===== config.mk =====
export PLATFORM = sky130hd
export DESIGN_NAME = irq_prio_ctrl
export DESIGN_NICKNAME = d
export VERILOG_FILES = /design/src/rtl/irq_prio_ctrl.sv
export SDC_FILE = /design/constraint.sdc
export NUM_CORES = 2
export LEC_CHECK = 0
export ABC_AREA = 1
export BUFFER_PORTS_ARGS = -buffer_cell sky130_fd_sc_hd__buf_4
export CELL_PAD_IN_SITES_DETAIL_PLACEMENT = 1
export CELL_PAD_IN_SITES_GLOBAL_PLACEMENT = 1
export CORE_MARGIN = 8
export CORE_UTILIZATION = 25
export DETAILED_ROUTE_END_ITERATION = 10
export PLACE_DENSITY = 0.56
export SYNTH_ARGS = -nofsm -noshare
export SYNTH_HDL_FRONTEND = slang
export SYNTH_SLANG_ARGS = --single-unit

===== constraint.sdc =====
create_clock -name clk -period 74.6 [get_ports clk]
set_input_delay 7.46 -clock clk [delete_from_list [all_inputs] [get_ports clk]]
set_output_delay 7.46 -clock clk [all_outputs]
set_load 0.01 [all_outputs]

===== src/rtl/irq_prio_ctrl.sv =====
module irq_prio_ctrl #(
  parameter int NSRC     = 64,
  parameter int LVLW     = 8,
  parameter int VECW     = 8,
  parameter int VEC_BASE = 64,
  parameter int VEC_IDLE = 24
) (
  input  logic             clk,
  input  logic             rst_n,
  input  logic [63:0]      irq_in,
  input  logic             bus_wr,
  input  logic [7:0]       bus_addr,
  input  logic [31:0]      bus_wdata,
  output logic [31:0]      bus_rdata,
  output logic [LVLW-1:0]  irq_level,
  output logic [VECW-1:0]  irq_vector
);
  localparam int IDXW = $clog2(NSRC);

  logic [NSRC-1:0] pend, mask, frc, en, cand;
  logic [LVLW-1:0] prio [NSRC];
  logic [LVLW-1:0] best_lvl;
  logic [IDXW-1:0] best_idx;
  logic            hit;
  logic            armed;

  wire wr_prio = bus_wr && (bus_addr[7:6] == 2'b01);

  for (genvar g = 0; g < NSRC; g++) begin : g_src
    assign en[g] = |prio[g];
    always_ff @(posedge clk) begin
      if (!rst_n)                                  prio[g] <= '0;
      else if (wr_prio && bus_addr[5:0] == 6'(g))  prio[g] <= bus_wdata[LVLW-1:0];
    end
  end

  assign cand = (pend | frc) & en & ~mask;

  always_comb begin
    best_lvl = '0;
    best_idx = '0;
    hit      = 1'b0;
    for (int i = 0; i < NSRC; i++) begin
      if (cand[i] && prio[i] >= best_lvl) begin
        best_lvl = prio[i];
        best_idx = IDXW'(i);
        hit      = 1'b1;
      end
    end
  end

  always_ff @(posedge clk) begin
    if (!rst_n) begin
      pend       <= '0;
      mask       <= '1;
      frc        <= '0;
      irq_level  <= '0;
      irq_vector <= VECW'(VEC_IDLE);
      armed      <= 1'b0;
    end else begin
      armed      <= 1'b1;
      pend       <= irq_in;
      irq_level  <= hit ? best_lvl : '0;
      irq_vector <= hit ? VECW'(VEC_BASE + int'(best_idx)) : VECW'(VEC_IDLE);
      if (bus_wr) begin
        case (bus_addr)
          8'h08: mask[63:32] <= bus_wdata;
          8'h0C: mask[31:0]  <= bus_wdata;
          8'h10: frc[63:32]  <= bus_wdata;
          8'h14: frc[31:0]   <= bus_wdata;
          default: ;
        endcase
      end
    end
  end

  always_comb begin
    bus_rdata = '0;
    if (bus_addr[7:6] == 2'b01) bus_rdata = 32'(prio[bus_addr[5:0]]);
    else begin
      case (bus_addr)
        8'h00: bus_rdata = pend[63:32];
        8'h04: bus_rdata = pend[31:0];
        8'h08: bus_rdata = mask[63:32];
        8'h0C: bus_rdata = mask[31:0];
        8'h10: bus_rdata = frc[63:32];
        8'h14: bus_rdata = frc[31:0];
        8'hE0: bus_rdata = 32'(irq_vector);
        default: bus_rdata = '0;
      endcase
    end
  end

  a_r1_pend_follows: assert property (@(posedge clk) disable iff (!rst_n)
    armed |-> pend == $past(irq_in));
  a_r2_idle_when_no_cand: assert property (@(posedge clk) disable iff (!rst_n)
    armed |-> ((irq_level == '0) == ($past(cand) == '0)));
  a_r5_idle_vector: assert property (@(posedge clk) disable iff (!rst_n)
    (irq_level == '0) |-> (irq_vector == VECW'(VEC_IDLE)));
  a_r5_active_vector: assert property (@(posedge clk) disable iff (!rst_n)
    (irq_level != '0) |-> (irq_vector >= VECW'(VEC_BASE)));
  a_r6_mask_lo_write: assert property (@(posedge clk) disable iff (!rst_n)
    (armed && bus_wr && bus_addr == 8'h0C) |=> (mask[31:0] == $past(bus_wdata)));
  a_r7_force_hi_write: assert property (@(posedge clk) disable iff (!rst_n)
    (armed && bus_wr && bus_addr == 8'h10) |=> (frc[63:32] == $past(bus_wdata)));
  a_r8_unmapped_read_zero: assert property (@(posedge clk) disable iff (!rst_n)
    (bus_addr == 8'h20) |-> (bus_rdata == '0));
endmodule


==> run_results.csv <==
group,metric,value,unit
worst_setup_path,max_stage_delay,0.42,ns
clocking,insertion_delay,0.73,ns
clocking,root_buffer,"clkbuf_16",
placement,place.gp.congestion,0.974,
sta,tightest_slew,1.50,ns
status,violations,"slew limit, setup timing",
synthesis,synthArstFlopShare,0,
sta,rsz0062_at_grt,"yes",
die,initial_core_util,0.250,
placement,dp_slack,-10.58,ns
power,ir_worst_vdd,0.0169,mV
synthesis,synth_seq_area_share,0.392,
detailed_routing,ant_nets,0,
sta,finalHoldViolCount,0,
detailed_routing,wl_met3,15600,µm
synthesis,ys_types,57,
worst_setup_path,critical_path_class,"flop to flop",
clocking,cts_buffer_depth,3,
clocking,cts_buffers,84,
detailed_routing,first_iter_violations,4086,
synthesis,synthTopCellsByArea,"edfxtp_1, ha_1, nand2_1",
synthesis,synth-seq-cells,719,
clocking,cts_tree,"yes",
worst_setup_path,worst_ep_required_time,75.18,ns
global_route,grt_overflow,0,
die,num_io_pins,155,
finish,final_nets,8156,
detailed_routing,drc,0,
global_route,grt_pass1_vias,54939,
synthesis,synthFlopType,"edfxtp_1",
sta,slew_viol_final,4,
sta,fin_crit_sh,1.06,
synthesis,synth_largest_area_cell,"edfxtp_1",
sta,fmax,12.7,MHz
die,dieArea,214000,µm²
synthesis,syn_area,49800,µm²
global_route,antenna_found_initial,19,
die,die_x,462,µm
die,rows,164,
worst_setup_path,cp_slowest_cell,"edfxtp_1",
finish,layout_common_cells,"buf_4, nand2_1, inv_1",
synthesis,synth_edf_count,512,
worst_hold_path,hp-class,"flop to flop",
die,die_h,462,µm
status,status,"finished with violations",
detailed_routing,wl_met2,123000,µm
sta,worst_clock_skew,0.0368,ns
finish,area_growth,43.1,%
detailed_routing,first_pass_iters,5,
sta,worst_hold_slack,0.473,ns
worst_setup_path,cp_max_fo,10,
power,power_density,15.1,nW/µm²
die,core-area,199000,µm²
global_route,grt_pass1_wl,376000,µm
finish,layout_commonest_cell,"buf_4",
sta,slew_headroom,-0.000378,
worst_setup_path,crit_top_cell,"nand2_1",
sta,finalSetupViolations,15,
synthesis,syn-mean-instance-area,7.95,µm²
detailed_routing,viasPerCell,5.17,
synthesis,synth_warnings,0,
worst_setup_path,critical_path_arrival,79.35,ns
power,finalPower,1.07,mW
detailed_routing,wl_met1,109000,µm
synthesis,syn-num-nets,6819,
detailed_routing,wirelength,264000,µm
worst_setup_path,start_kind,"flop",
detailed_routing,vias,53503,
global_route,groute.usage.overall,0.233,
clocking,cts_max_level,3,
detailed_routing,maxUsedRoutingLayer,"met5",
detailed_routing,routedWlPerCell,25.5,µm
clocking,postCtsHoldBufs,0,
sta,setup_tns,-61.81,ns
worst_setup_path,end_kind,"flop",
global_route,grt_max_degree,119,
clocking,cts.sinks,719,
synthesis,syn_inst,6268,
power,p_leak,31.7,nW
synthesis,synth_top_area_share,0.309,
sta,period_minus_slack,78.77,ns
finish,drive_gt1_frac,0.360,
flow_run,drv_cap,0,
sta,fin_ws,-4.17,ns
placement,portBuffers,153,
clocking,path_clk_slew,0.07,ns
placement,hpwl,193000,µm
## critical path, delay by kind of cell (launching register included)
family	cells	cell delay (ns)
adder cells (fa/ha/maj)	62	16.83
buffers and inverters	101	11.97
AO/OA/AOI/OAI	149	18.00
AND/OR/NAND/NOR	343	31.23
flip-flops	1	0.42
## cell usage after synthesis (4+ instances only)
| library cell | n |
|---|---|
| and2_1 | 7 |
| o22ai_1 | 87 |
| a2111oi_0 | 9 |
| o221ai_1 | 24 |
| a22o_1 | 8 |
| clkbuf_8 | 41 |
| o21ai_0 | 755 |
| o2111ai_1 | 11 |
| nand2_2 | 178 |
| nor2_1 | 650 |
| nor3_1 | 123 |
| nand4_1 | 26 |
| ha_1 | 444 |
| edfxtp_1 | 512 |
| clkinv_1 | 8 |
| a21oi_1 | 230 |
| nor4_1 | 126 |
| buf_6 | 12 |
| nand3_2 | 61 |
| buf_1 | 11 |
| dfxtp_1 | 207 |
| inv_1 | 752 |
| nand2_1 | 1176 |
| inv_2 | 5 |
| a22oi_1 | 174 |
| a31oi_1 | 4 |
| o211ai_1 | 59 |
| clkbuf_1 | 189 |
| a41oi_1 | 8 |
| a211oi_1 | 72 |
| a21oi_2 | 6 |
| buf_4 | 10 |
| a221oi_1 | 40 |
| o21a_1 | 12 |
| nand2_4 | 9 |
| o21ai_1 | 9 |
| nand3_1 | 189 |
## logic make-up (layout without fill, tap and decap cells)
kind of cell,after synthesis,count (layout),synth area share
compound gates,1519,1519,0.180
fa+ha+maj,444,444,0.112
buf+inv,1033,2390,0.0893
flops,719,719,0.392
simple gates,2552,2602,0.227
other cells,1,13,0.0000753
## path summary, 6_finish.rpt
path,from,to,slack [ns],cells past startpoint
hold reg to reg,frc[25]$_SDFFE_PN0P_,frc[25]$_SDFFE_PN0P_,0.47,2
hold / removal,frc[25]$_SDFFE_PN0P_,frc[25]$_SDFFE_PN0P_,0.47,2
setup reg to reg,prio[0][7]$_SDFFCE_PN0P_,irq_vector[0]$_SDFF_PP0_,-4.17,655
setup / recovery,prio[0][7]$_SDFFCE_PN0P_,irq_vector[0]$_SDFF_PP0_,-4.17,655
## layout make-up
| type | instances | area, µm² |
|---|---|---|
| Antenna cell | 12 | 30.0 |
| Clock buffer | 104 | 2270 |
| Clock inverter | 52 | 556 |
| Fill cell | 23525 | 128000 |
| Inverter | 765 | 2890 |
| Multi-Input combinational cell | 4566 | 31100 |
| Sequential cell | 719 | 19500 |
| Tap cell | 2656 | 3320 |
| Timing Repair Buffer | 1469 | 11600 |
## sequential cells by signal, summed over array words and instances (netlist names)
register / count
pend: 64
prio: 512
mask: 64
irq_vector: 7
frc: 64
irq_level: 8
## per-stage QoR
stage                     cell area (µm²)   util  instances
final                               71300  0.358      10343
after global routing                71200  0.358      10334
after CTS                           69000  0.347      10242
after detailed placement            60000  0.302       9714
after global placement              60000  0.302       9714
after floorplan                     50100      -       6268
## metal layers
metal  global-route usage  vias to the layer above
met2                0.388                     1720
met3               0.0366                      520
met1                0.291                    26727
met4                0.120                       10
li1                     -                    24526
met5                    0                        -
## report_power, final
part	internal (mW)	switching [mW]	total, mW
logic	0.0613	0.108	0.169
registers	0.444	0.0260	0.470
clock network	0.246	0.188	0.435
## timing repair
action | CTS | global route
gates resized for setup | 1047 | 318
pin swaps | 467 | 456
buffers inserted | 325 | 92
gates cloned | 54 | 0
endpoints found under the setup margin | 15 | 15
Note: power is estimated with default switching activity, not from simulation.
